==> src/rtl/irq_resp_pkg.sv <==
package irq_resp_pkg;
    localparam int NUM_SRC = 8;
    localparam int IDX_W   = $clog2(NUM_SRC);

    typedef logic [IDX_W-1:0]   src_idx_t;
    typedef logic [NUM_SRC-1:0] src_vec_t;

    typedef struct packed {
        logic     valid;
        src_idx_t idx;
    } pick_t;

    function automatic logic [7:0] restart_byte(input src_idx_t idx);
        return {2'b11, idx, 3'b111};
    endfunction

    function automatic src_vec_t idx_onehot(input src_idx_t idx);
        src_vec_t v;
        v = '0;
        v[idx] = 1'b1;
        return v;
    endfunction
endpackage

==> src/rtl/prio_pick.sv <==
module prio_pick
    import irq_resp_pkg::*;
(
    input  src_vec_t eligible,
    output pick_t    pick
);
    always_comb begin
        pick = '0;
        for (int i = 0; i < NUM_SRC; i++) begin
            if (eligible[i]) begin
                pick.valid = 1'b1;
                pick.idx   = src_idx_t'(i);
            end
        end
    end
endmodule

==> src/rtl/ack_cycle_tracker.sv <==
module ack_cycle_tracker
    import irq_resp_pkg::*;
(
    input  logic  clk,
    input  logic  rst,
    input  logic  inta_n,
    input  pick_t live,
    output logic  fall,
    output logic  release_now,
    output logic  in_cycle,
    output pick_t held
);
    logic inta_seen_n;

    assign fall        = !inta_n && inta_seen_n;
    assign release_now = inta_n && in_cycle;

    always_ff @(posedge clk) begin
        if (rst) begin
            inta_seen_n <= 1'b1;
            in_cycle    <= 1'b0;
            held        <= '0;
        end else begin
            inta_seen_n <= inta_n;
            if (fall) begin
                in_cycle <= 1'b1;
                held     <= live;
            end else if (inta_n) begin
                in_cycle <= 1'b0;
            end
        end
    end
endmodule

==> src/rtl/service_mask.sv <==
module service_mask
    import irq_resp_pkg::*;
(
    input  logic     clk,
    input  logic     rst,
    input  src_vec_t req,
    input  logic     grab,
    input  pick_t    live,
    output src_vec_t served
);
    src_vec_t set_vec;

    always_comb begin
        set_vec = '0;
        if (grab && live.valid) set_vec = idx_onehot(live.idx);
    end

    always_ff @(posedge clk) begin
        if (rst) served <= '0;
        else     served <= (served & req) | set_vec;
    end
endmodule

==> src/rtl/restart_opcode_responder.sv <==
module restart_opcode_responder
    import irq_resp_pkg::*;
(
    input  logic       clk,
    input  logic       rst,
    input  logic [7:0] req_i,
    input  logic       inta_n,
    output logic       intr_o,
    output logic       dbus_oe_o,
    output logic [7:0] dbus_o,
    output logic [7:0] ack_o
);
    src_vec_t served;
    src_vec_t eligible;
    pick_t    live;
    pick_t    held;
    logic     fall;
    logic     release_now;
    logic     in_cycle;
    src_idx_t shown;

    assign eligible = req_i & ~served;

    prio_pick u_pick (
        .eligible (eligible),
        .pick     (live)
    );

    ack_cycle_tracker u_trk (
        .clk         (clk),
        .rst         (rst),
        .inta_n      (inta_n),
        .live        (live),
        .fall        (fall),
        .release_now (release_now),
        .in_cycle    (in_cycle),
        .held        (held)
    );

    service_mask u_mask (
        .clk    (clk),
        .rst    (rst),
        .req    (req_i),
        .grab   (fall),
        .live   (live),
        .served (served)
    );

    assign shown = in_cycle ? held.idx : live.idx;

    always_comb begin
        intr_o    = !rst && (|eligible);
        dbus_oe_o = !rst && !inta_n;
        dbus_o    = dbus_oe_o ? restart_byte(shown) : 8'h00;
        ack_o     = (!rst && release_now && held.valid) ? idx_onehot(held.idx) : '0;
    end
endmodule

==> config.mk <==
export PLATFORM = sky130hd
export DESIGN_NAME = restart_opcode_responder
export DESIGN_NICKNAME = d
export VERILOG_FILES = /design/src/rtl/irq_resp_pkg.sv /design/src/rtl/prio_pick.sv /design/src/rtl/ack_cycle_tracker.sv /design/src/rtl/service_mask.sv /design/src/rtl/restart_opcode_responder.sv
export SDC_FILE = /design/constraint.sdc
export NUM_CORES = 1
export LEC_CHECK = 0
export CORE_MARGIN = 5
export CORE_UTILIZATION = 43
export DETAILED_ROUTE_END_ITERATION = 8
export MAX_ROUTING_LAYER = met4
export PLACE_DENSITY = 0.77
export SLEW_MARGIN = 40
export SYNTH_ARGS = -nofsm -noshare
export SYNTH_HDL_FRONTEND = slang
export SYNTH_SLANG_ARGS = --single-unit
==> constraint.sdc <==
create_clock -name clk -period 1.6 [get_ports clk]
set_input_delay 0.16 -clock clk [delete_from_list [all_inputs] [get_ports clk]]
set_output_delay 0.16 -clock clk [all_outputs]
set_load 0.02 [all_outputs]
# --- Yosys cells after proc, flatten, opt, wreduce, memory -nomap -nowiden ---
# Index checks and enable logic that the tools add are counted.
classes:
  bitwise_logic: 4
  order_cmp: 4
  n_reduce_logical: 13
  mux: 18
ops:
  columns: ["op", "n"]
  rows:
  - ["$mux W4", 8]
  - ["$mux W8", 3]
  - ["$and A8 B8 Y8", 2]
  - ["$logic_and A1 B1 Y1", 9]
  - ["$lt A3 B4 Y1 const B", 2]
  - ["$not A8 Y8", 1]
  - ["$or A8 B8 Y8", 1]
  - ["$reduce_or A8 Y1", 1]
  - ["$demux W1 S3", 2]
  - ["$ge A3 B1 Y1 const B", 2]
  - ["$mux W1", 4]
  - ["$mux W3", 1]
  - ["$logic_not A1 Y1", 2]
  - ["$reduce_bool A2 Y1", 1]
totals:
  out_inout_bits: 18
  elab_cells: 44
  regBits: 14
  in_bits: 11

# --- Longest topological paths before layout ---
# Gate-level depths: netlist of the first run.
logic_depth:
  depth_word: 16
  ltp_mapped: 4
  ltp_nobuf: 4

# --- By module ---
# From an unflattened synthesis of the first run, not the netlist that was laid out.
hier_totals:
  cells_unflattened: 103
  area_unflattened_um2: 860.8
modules_own_cells:
  columns: ["mod", "area_per_inst_um2", "n_inst", "cells_per_inst", "seq_area_each_um2"]
  rows:
  - ["service_mask", 306.5, 1, 31, 160.2]
  - ["ack_cycle_tracker", 265.3, 1, 23, 120.1]
  - ["restart_opcode_responder", 231.5, 1, 37, 0.0]
  - ["prio_pick", 57.6, 1, 12, 0.0]

# --- Worst setup path after synthesis of the first run ---
# Ideal clock, no wire load.
synth_timing:
  path_type: "input to output"
  start: "in rst"
  end: "out dbus_o[4]"
  t_required_ns: 1.440
  t_arrival_ns: 1.563
  path_buffers: 1
  stages: 4
  slack_ns: -0.123
  cell_sequence: "clkbuf_1 nor2_1 inv_1 a211oi_1"
synth_via:
  elab_chain_len: 3
synth_rtl:
  columns: ["element", "line", "rtl"]
  rows:
  - ["from (decl)", "restart_opcode_responder.sv:5", "input logic rst,"]
  - ["$logic_not A1 Y1", "restart_opcode_responder.sv:53", "dbus_oe_o = !rst && !inta_n;"]
  - ["$logic_and A1 B1 Y1", "restart_opcode_responder.sv:53", null]
  - ["net dbus_oe_o", "restart_opcode_responder.sv:9", "output logic dbus_oe_o,"]
  - ["$mux W8", "restart_opcode_responder.sv:54", "dbus_o = dbus_oe_o ? restart_byte(shown) : 8'h00;"]
  - ["to (decl)", "restart_opcode_responder.sv:10", "output logic [7:0] dbus_o,"]
# The timed path passes the listed nets, and every way through them passes these cells.

# --- Final worst setup path of the first run ---
layout_timing:
  start: "reg u_mask.served[4]"
  end: "out dbus_o[5]"
layout_via:
  elab_chain_len: 8
layout_rtl:
  columns: ["element", "line", "rtl"]
  rows:
  - ["from (decl)", "service_mask.sv:9", "output src_vec_t served"]
  - ["from (signal assigned)", "service_mask.sv:20", "else served <= (served & req) | set_vec;"]
  - ["$not A8 Y8", "restart_opcode_responder.sv:22", "assign eligible = req_i & ~served;"]
  - ["$and A8 B8 Y8", "restart_opcode_responder.sv:22", null]
  - ["$mux W4 (4 in a row)", "prio_pick.sv:10", "if (eligible[i]) begin"]
  - ["$mux W3", "restart_opcode_responder.sv:49", "assign shown = in_cycle ? held.idx : live.idx;"]
  - ["$mux W8", "restart_opcode_responder.sv:54", null]
# Every way passes these cells.

==> results.yml, run 1 <==
run_status:
  status: "complete, but fails checks"
  violations: "setup timing"
global_routing:
  grt_antenna_before_repair: 0
  grt_pass1_wl_mm: 4.002
  grt_overflow: 0
  grt_max_degree: 12
  grt_pass1_vias: 892
  grt_usage_pct: 20.02
route:
  first_iter_violations: 18
  via_count: 942
  routed_wl_mm: 2.619
  ant_nets: 0
  routedWlPerCell_um: 14.47
  vias_per_cell: 5.204
  firstDrtPassIters: 4
  drc: 0
timing:
  fin_ws_ns: -0.05126
  fin_skew_ns: 0.001354
  fmax_mhz: 605.6
  hold_viol_final: 0
  slew_viol_final: 0
  finalCriticalPeriod_ns: 1.651
  period_share_pct: 103.2
  setup_viol_count_final: 3
  tightest_slew_ns: 0.3895
  grt_setup_unrepaired: "yes"
  max_slew_margin_pct: 73.98
worst_setup_path:
  critPathLaunch: "u_mask.served[4]$_SDFF_PP0_"
  critPathMaxStageDelay_ns: 0.33
  start_kind: "flip-flop"
  path_cells: "nand2b_4 -> buf_6 -> nand4_1 -> buf_4 -> nand2_2 -> a21oi_2 -> buf_4"
  crit_required_ns: 1.44
  timing.rr.end: "u_mask.served[6]$_SDFF_PP0_"
  r2r_slack_ns: 0.07
  cp-end-kind: "output pin"
  crit_top_cell: "buf_4"
  crit_path_top_delay_cell: "dfxtp_2"
  arrival_ns: 1.49
  worstReg2RegStart: "u_mask.served[4]$_SDFF_PP0_"
  path_class: "flip-flop to output pin"
  rr_worst_depth: 7
  crit_path_max_fanout: 3
power_and_ir_drop:
  powerDensity_mw_per_mm2: 662.4
  ir_drop_v: 0.0005170
  cellLeakagePower_nw: 0.5882
  fin_total_pwr_mw: 0.8968
floorplanning:
  core_mm2: 0.001764
  die_area_mm2: 0.002857
  die_y_um: 53.46
  rows: 15
  io_pins: 29
  initial_core_util_pct: 46.03
  dieWidth_um: 53.46
yosys:
  ys_types: 26
  ys_warn_count: 0
  ys_ff_latch: 14
  synth-xor-area-share_pct: 0
  synth_compound_area_share_pct: 22.96
  ys_seq_area_share_pct: 34.51
  synthAdderAreaFrac_pct: 0
  synth-simple-area-share_pct: 34.67
  syn_avg_cell_area_um2: 7.589
  netlist_area_um2: 812.0
  synth_nets: 118
  synth_top_family_by_area: "simple AND/OR/NAND/NOR gates"
  synthMuxAreaShare_pct: 0
  synthCells: 107
clock_network:
  clock_latency_ns: 0.28
  cts_buffers: 3
  cts_hold_buffers: 0
  root_buffer: "clkbuf_4"
  cts_tree: "built"
  cts_buffer_depth: 2
  htreeDepth: 1
  clk_pin_slew_worst_paths_ns: 0.09
  clock-sinks: 14
placement:
  dpl.hpwl_mm: 1.834
  pre_cts_ws_ns: -0.4782
  io_buffer_count: 28
  placed_cell_area_mm2: 0.001239
  finalWeightedCongestion: 0.8498
final_layout:
  nNetsFinal: 168
  area_delta_synth_final_pct: 66.72
  drive_above_1_share_pct: 43.59
  final_core_util_pct: 76.74
  final_area_mm2: 0.001354
  antenna_cells: 0
job:
  drv_cap: 0
hold_path:
  min_from: "rst"
  holdPathStages: 3
  min_to: "u_trk.held[1]$_SDFFE_PP0P_"
  hp-class: "input pin to flip-flop"
## worst max-delay path by stage
stage | endpoint | cells past startpoint
3_3_place_gp | ack_o[0] | 5
6_report | dbus_o[5] | 7
2_1_floorplan | dbus_o[4] | 4
4_1_cts | ack_o[0] | 5
5_1_grt | dbus_o[5] | 7
3_5_place_dp | ack_o[0] | 5
## metal layers
layer / track usage [%] / share of wire [%] / vias up
met5: - / 0 / -
met4: 7.660 / 3.0 / 0
met2: 34.29 / 52 / 36
met1: 23.10 / 38 / 431
li1: - / - / 466
met3: 3.380 / 7.0 / 9
## what timing repair did
action / CTS / global route
pin swaps: 3 / 4
setup buffers: 1 / 2
endpoints found under the setup margin: 18 / 21
resized for setup: 72 / 19
## critical path: cells and delay by family, from the launching register on
family | cells | cell delay [ns]
flops | 1 | 0.33
buf+inv | 3 | 0.42
compound gates | 1 | 0.12
simple gates | 3 | 0.33
## stage by stage
stage	std cells	hold slack (ns)	setup TNS (ns)
finish	181	0.2848	-0.09128
CTS	179	0.3299	-0.008233
global placement	174	0.4428	-6.914
detailed placement	174	0.4644	-7.413
global route	181	0.2938	-0.5281
floorplan	107	0.2903	0
## synth_stat cells (all sizes together)
| cell | instances | share of area (%) |
|---|---|---|
| or3 | 2 | 1.5 |
| and2 | 1 | 0.77 |
| nand2 | 15 | 6.9 |
| inv | 5 | 2.3 |
| nand3 | 2 | 1.2 |
| nor2 | 16 | 7.4 |
| dfxtp | 14 | 35 |
| o32ai | 2 | 4.0 |
| nor3 | 4 | 2.5 |
| nand2b | 11 | 9.7 |
| nor2b | 4 | 3.1 |
| o21ai | 5 | 3.1 |
| o31ai | 1 | 1.5 |
| o21a | 1 | 0.92 |
| o22ai | 4 | 3.1 |
| buf | 5 | 4.6 |
| nand4 | 2 | 1.5 |
| clkbuf | 2 | 0.92 |
| a211oi | 3 | 2.8 |
| a21oi | 5 | 3.1 |
| a31o | 1 | 1.1 |
| a31oi | 1 | 1.5 |
| a2111oi | 1 | 1.8 |
## logic make-up after synthesis
| group | after synthesis |
|---|---|
| AND/OR/NAND/NOR | 57 |
| AO/OA/AOI/OAI | 24 |
| flip-flops | 14 |
| buffers and inverters | 12 |
## power by group
| group | internal, mW | switching (mW) | total (mW) | leakage [nW] |
|---|---|---|---|---|
| combinational | 0.129 | 0.131 | 0.260 | 0.450 |
| clock | 0.139 | 0.120 | 0.259 | 0.0210 |
| sequential | 0.364 | 0.0146 | 0.378 | 0.117 |
## registers in the layout (all words and copies together) (netlist names)
| name | cells |
|---|---|
| u_trk.inta_seen_n | 1 |
| u_mask.served | 8 |
| u_trk.in_cycle | 1 |
| u_trk.held | 4 |
## final cells by class
type,instances,area [um^2]
fill,153,410.4
inverter,5,18.77
sequential,14,286.5
tap,25,31.28
multi-input combinational,81,564.3
timing repair buffer,52,416.7
clock buffer,4,36.28
## cells in the final DEF (no fill, tap or decap)
cell type,instances
o21ai_2,3
o21ai_0,1
clkbuf_8,1
a31o_1,1
clkdlybuf4s50_1,8
o31ai_4,1
o22ai_1,4
inv_1,5
nand2_1,14
nor2b_1,2
buf_6,2
nand3_1,2
nand2b_4,5
a211oi_1,3
a31oi_4,1
clkbuf_4,3
buf_2,6
dlymetal6s2s_1,1
a21oi_1,3
nor2_2,2
and2_4,1
dfxtp_1,9
nand2b_1,5
dlygate4sd2_1,7
nand2_2,1
o21a_1,1
buf_4,28
a21oi_2,2
nor2_1,14
a2111oi_2,1
nor2b_4,2
o21ai_1,1
nor3_1,4
or3_1,1
or3_4,1
nand2b_2,1
dfxtp_2,5
o32ai_2,2
nand4_1,2
(Power assumes the default switching activity.)
==> inputs of run 2 (changes only) <==
RECOVER_POWER = 25   (was default)
==> run 2 against run 1 <==
The flow still finishes with violations (setup timing). Fmax hardly changed. Global-route usage unchanged. Via count up 0.53%. Non-clock buffer count unchanged. Clock-buffer cell count is the same. Setup slack hardly changed. Largest cell class unchanged. Highest routed layer unchanged.
==> results.yml, run 2 (same netlist as run 1, synthesis figures left out) <==
global_routing:
  grt_max_degree: 12
  grt_overflow: 0
  grt_pass1_vias: 892
  grt_antenna_before_repair: 0
  grt_pass1_wl_mm: 4.002
  grt_usage_pct: 20.02
floorplanning:
  initial_core_util_pct: 46.03
  dieWidth_um: 53.46
  die_y_um: 53.46
  io_pins: 29
  die_area_mm2: 0.002857
  core_mm2: 0.001764
  rows: 15
timing:
  max_slew_margin_pct: 73.98
  fmax_mhz: 605.6
  grt_setup_unrepaired: "yes"
  setup_viol_count_final: 3
  fin_skew_ns: 0.001423
  finalCriticalPeriod_ns: 1.651
  final.setup.tns_ns: -0.08952
  fin_ws_ns: -0.05126
  period_share_pct: 103.2
  hold_viol_final: 0
  slew_viol_final: 0
  tightest_slew_ns: 0.3895
final_layout:
  final_core_util_pct: 76.38
  final_common_cell: "buf_4"
  area_delta_synth_final_pct: 65.95
  final_cells: 181
  fillers: 153
  top_regs: "u_mask.served: 8 flops, u_trk.held: 4 flops"
  largest_reg_flops: 8
  nNetsFinal: 168
  most-common-layout-cells: "27 x buf_4, 15 x nor2_1, 14 x nand2_1"
  drive_above_1_share_pct: 42.31
  final_area_mm2: 0.001348
  antenna_cells: 0
  largest-register: "u_mask.served"
route:
  vias_per_cell: 5.232
  via_count: 947
  routed_wl_mm: 2.624
  first_iter_violations: 20
  routedWlPerCell_um: 14.50
  ant_nets: 0
  firstDrtPassIters: 4
  drc: 0
power_and_ir_drop:
  ir_drop_v: 0.0005167
  cellLeakagePower_nw: 0.5845
  clockPowerShare_pct: 28.9
  p_sw_mw: 0.2650
  swShare_pct: 29.62
  power_frac_seq_pct: 42.3
  powerDensity_mw_per_mm2: 663.9
  comb_power_share_pct: 28.8
  power.internal_mw: 0.6296
placement:
  dpl.hpwl_mm: 1.834
  finalWeightedCongestion: 0.8498
  dp_cells: 174
  placed_cell_area_mm2: 0.001239
  io_buffer_count: 28
  pre_cts_ws_ns: -0.4782
worst_setup_path:
  worstReg2RegStart: "u_mask.served[4]$_SDFF_PP0_"
  rr_worst_depth: 7
  cp_top_family: "buffers and inverters"
  cp-end-kind: "output pin"
  path_cells: "nand2b_4 -> buf_6 -> nand4_1 -> buf_4 -> nand2_2 -> a21oi_2 -> buf_4"
  crit_required_ns: 1.44
  arrival_ns: 1.49
  r2r_slack_ns: 0.07
  crit_path_top_delay_cell: "dfxtp_2"
  timing.rr.end: "u_mask.served[6]$_SDFF_PP0_"
  start_kind: "flip-flop"
  path_class: "flip-flop to output pin"
  crit_top_cell: "buf_4"
  crit_path_max_fanout: 3
  cp.buffers_inverters: 3
  critPathMaxStageDelay_ns: 0.33
run_status:
  violations: "setup timing"
  status: "complete, but fails checks"
clock_network:
  cts_hold_buffers: 0
  cts_buffer_depth: 2
  clk_pin_slew_worst_paths_ns: 0.09
  clock-sinks: 14
  htreeDepth: 1
  cts_buffers: 3
  clock_latency_ns: 0.28
  root_buffer: "clkbuf_4"
  cts_tree: "built"
hold_path:
  hp-class: "input pin to flip-flop"
  min_to: "u_trk.held[1]$_SDFFE_PP0P_"
  min_from: "rst"
  holdPathStages: 3
job:
  drv_cap: 0
## run 2: tightest hold or removal path: cells and delay by family
kind	cells	cell delay, ns
AOI/OAI and AO/OA	1	0.05
buffers and inverters	2	0.31
## run 2: metrics by stage
stage / hold WS, ns / total power [mW]
final: 0.2795 / 0.8946
after global routing: 0.2881 / 0.9439
after CTS: 0.3299 / 0.8680
after detailed placement: 0.4644 / 0.6127
after global placement: 0.4428 / 0.6059
after floorplan: 0.2903 / 0.4967
## run 2: layout make-up
| type | count | area, um^2 | share of cell area [%] |
|---|---|---|---|
| Multi-Input combinational cell | 81 | 561.8 | 41.69 |
| Inverter | 5 | 18.77 | 1.393 |
| Tap cell | 25 | 31.28 | 2.321 |
| Timing Repair Buffer | 52 | 412.9 | 30.64 |
| Clock buffer | 4 | 36.28 | 2.693 |
| Sequential cell | 14 | 286.5 | 21.26 |
## run 2: per-layer routing
metal  track usage [%]  share of wire, %  vias up
met2             34.29                52       36
met5                 -                 0        -
met1             23.10                38      436
met4             7.660               3.0        0
li1                  -                 -      466
met3             3.380               7.0        9
## run 2: how the worst max path moves through the flow
stage	slack, ns	cells past startpoint	from	endpoint
after global routing	-0.12	7	u_mask.served[4]$_SDFF_PP0_	dbus_o[5]
after global placement	-0.45	5	inta_n	ack_o[0]
final	-0.05	7	u_mask.served[4]$_SDFF_PP0_	dbus_o[5]
after floorplan	0.07	4	u_mask.served[4]$_SDFF_PP0_	dbus_o[4]
after detailed placement	-0.48	5	inta_n	ack_o[0]
after CTS	-0.008	5	inta_n	ack_o[0]
## run 2: power groups by stage
stage | clock network, mW | logic (mW) | registers [mW]
after floorplan | 0 | 0.114 | 0.382
after global placement | 0 | 0.222 | 0.384
after detailed placement | 0 | 0.228 | 0.385
after CTS | 0.257 | 0.234 | 0.377
after global routing | 0.288 | 0.275 | 0.380
final | 0.259 | 0.258 | 0.378
## run 2: timing repair
item | CTS | global route
gates resized for setup | 72 | 19
pin swaps | 3 | 4
endpoints found under the setup margin | 18 | 21
setup buffers | 1 | 2
==> inputs of run 3 (changes only) <==
CORE_UTILIZATION = 44   (was 43)
PLACE_DENSITY = 0.78   (was 0.77)
SYNTH_HIERARCHICAL = 1   (was default)
==> run 3 against run 2 <==
The flow still finishes with violations (setup timing). Register-to-register slack got worse by 0.11 ns. Routed wire length increased by 0.65%. Fmax decreased by 4.8%. Synthesized cell count decreased by 3.7%.
==> results.yml, run 3 <==
clock_network:
  clock_latency_ns: 0.29
  cts_hold_buffers: 0
  clock-sinks: 14
  cts_buffer_depth: 2
  htreeDepth: 1
  cts_buffers: 3
  root_buffer: "clkbuf_4"
  cts_tree: "built"
  clk_pin_slew_worst_paths_ns: 0.08
timing:
  fmax_mhz: 576.5
  fin_ws_ns: -0.1347
  hold_viol_final: 0
  setup_viol_count_final: 7
  hold_slack_ns: 0.1564
  slew_viol_final: 0
  period_share_pct: 108.4
  fin_skew_ns: 0.001705
  max_slew_margin_pct: 74.13
  finalCriticalPeriod_ns: 1.735
  tightest_slew_ns: 0.3880
  grt_setup_unrepaired: "yes"
global_routing:
  grt_max_degree: 22
  grt_overflow: 0
  grt_pass1_vias: 872
  grt_pass1_wl_mm: 3.801
  grt_antenna_before_repair: 0
  grt_usage_pct: 18.59
power_and_ir_drop:
  ir_drop_v: 0.0004414
  fin_total_pwr_mw: 0.8625
  powerDensity_mw_per_mm2: 608.9
  cellLeakagePower_nw: 0.6246
worst_setup_path:
  cp-end-kind: "output pin"
  path_class: "flip-flop to output pin"
  start_kind: "flip-flop"
  crit_path_max_fanout: 3
  crit_required_ns: 1.44
  rr_worst_depth: 8
  arrival_ns: 1.57
route:
  first_iter_violations: 9
  vias_per_cell: 5.339
  routedWlPerCell_um: 15.18
  via_count: 929
  ant_nets: 0
  routed_wl_mm: 2.641
  firstDrtPassIters: 4
  drc: 0
run_status:
  violations: "setup timing"
  status: "complete, but fails checks"
yosys:
  netlist_area_um2: 860.8
  ys_ff_latch: 14
  yosys-top-cells-area: "dfxtp_1 33%, nor2b_1 5.8%, nand4bb_1 5.2%"
  synth_edf_count: 0
  ys_warn_count: 6
  synth.most_common_cell: "dfxtp_1"
  ys_top_cells_by_count: "14 x dfxtp_1, 12 x nor2_1, 11 x nand2_1"
  synthCells: 103
  ys_seq_area_share_pct: 32.56
  syn_avg_cell_area_um2: 8.358
  synth_top_area_cell: "dfxtp_1"
  ys_types: 29
  synth_top_area_share_pct: 32.56
  synth_nets: 114
  ys_async_sr_fraction_pct: 0
  ys.flop_type: "dfxtp_1"
floorplanning:
  core_mm2: 0.001922
  dieWidth_um: 54.23
  io_pins: 29
  rows: 16
  initial_core_util_pct: 44.79
  die_area_mm2: 0.002941
  die_y_um: 54.23
placement:
  io_buffer_count: 28
  dpl.hpwl_mm: 1.737
  finalWeightedCongestion: 0.7792
  dp_cells: 167
final_layout:
  area_delta_synth_final_pct: 64.53
  antenna_cells: 0
  largest_reg_flops: 8
  largest-register: "u_mask/served"
  final_cells: 174
  top_regs: "u_mask/served: 8 flops, u_trk/held: 4 flops"
  most-common-layout-cells: "16 x buf_4, 9 x nand2_1, 8 x nor2b_4, 8 x dfxtp_1, 7 x buf_6"
  nNetsFinal: 160
  final_common_cell: "buf_4"
  drive_above_1_share_pct: 52.38
job:
  drv_cap: 0
hold_path:
  holdPathStages: 3
  hp-class: "input pin to flip-flop"
-- run 3: changes by cell type after synthesis, sizes merged, moves of 3 or more --
| cell | previous run | this run |
|---|---|---|
| a211oi | 3 | 0 |
| inv | 5 | 1 |
| mux2i | 0 | 3 |
| nand2 | 15 | 11 |
| nand2b | 11 | 6 |
| nand4bb | 0 | 4 |
| nor2 | 16 | 13 |
| nor2b | 4 | 9 |
| o22ai | 4 | 8 |
-- run 3: cell families after synthesis --
logic type	after synthesis	synth area share, %
multiplexers	3	3.489
buffers and inverters	8	6.540
flip-flops	14	32.56
AND/OR/NAND/NOR	61	43.31
AO/OA/AOI/OAI	17	14.10
-- run 3: path summary, 6_finish.rpt --
check	slack, ns	from	end
worst max-delay path	-0.13	u_mask/served[2]$_SDFF_PP0_	dbus_o[4]
worst min-delay path	0.16	req_i[6]	u_mask/served[6]$_SDFF_PP0_
worst max register to register	-0.04	u_mask/served[2]$_SDFF_PP0_	u_mask/served[2]$_SDFF_PP0_
worst min register to register	0.50	u_mask/served[6]$_SDFF_PP0_	u_mask/served[6]$_SDFF_PP0_
-- run 3: layout make-up --
cell class | instances | area (um^2)
multi-input combinational | 81 | 658.1
fill | 158 | 505.5
timing repair buffer | 47 | 406.6
sequential | 14 | 287.8
tap | 27 | 33.78
clock buffer | 3 | 22.52
inverter | 2 | 7.507
-- run 3: where the power goes --
part	total [mW]	internal (mW)	leakage, nW	switching (mW)
clock network	0.210	0.0877	0.0138	0.123
logic	0.268	0.135	0.493	0.133
registers	0.384	0.366	0.117	0.0185
total	0.862	0.589	0.625	0.274
-- run 3: layer usage --
layer	vias up	wire [um]	track usage, %	part of all wire (%)
met4	0	100	9.959	3.8
met2	37	1315	33.86	50
met3	11	141	2.725	5.3
met1	423	1083	18.97	41
li1	458	-	-	-
met5	-	0	-	0
-- run 3: through the flow --
step / worst slack (ns) / cell area (um^2) / utilization [%] / setup TNS [ns]
after floorplan: 0.003546 / 865.8 / - / 0
after global placement: -0.6362 / 1244 / 64.71 / -7.814
after detailed placement: -0.6632 / 1244 / 64.71 / -8.892
after CTS: -0.1222 / 1304 / 67.84 / -0.3086
after global routing: -0.2147 / 1416 / 73.70 / -1.154
final: -0.1347 / 1416 / 73.70 / -0.4372
-- run 3: critical path: stages, from the launching register on --
cell and delay, ns:
dfxtp_2 0.35, nor2b_4 0.15, nor2_2 0.07, o31ai_4 0.24, mux2i_1 0.12, nor3_2 0.19
buf_4 0.17
-- run 3: what timing repair did --
| item | in CTS | in global routing |
|---|---|---|
| gates resized for setup | 73 | 48 |
| pin swaps | 1 | 10 |
| setup endpoints to repair | 20 | 25 |
| buffers inserted | 2 | 4 |
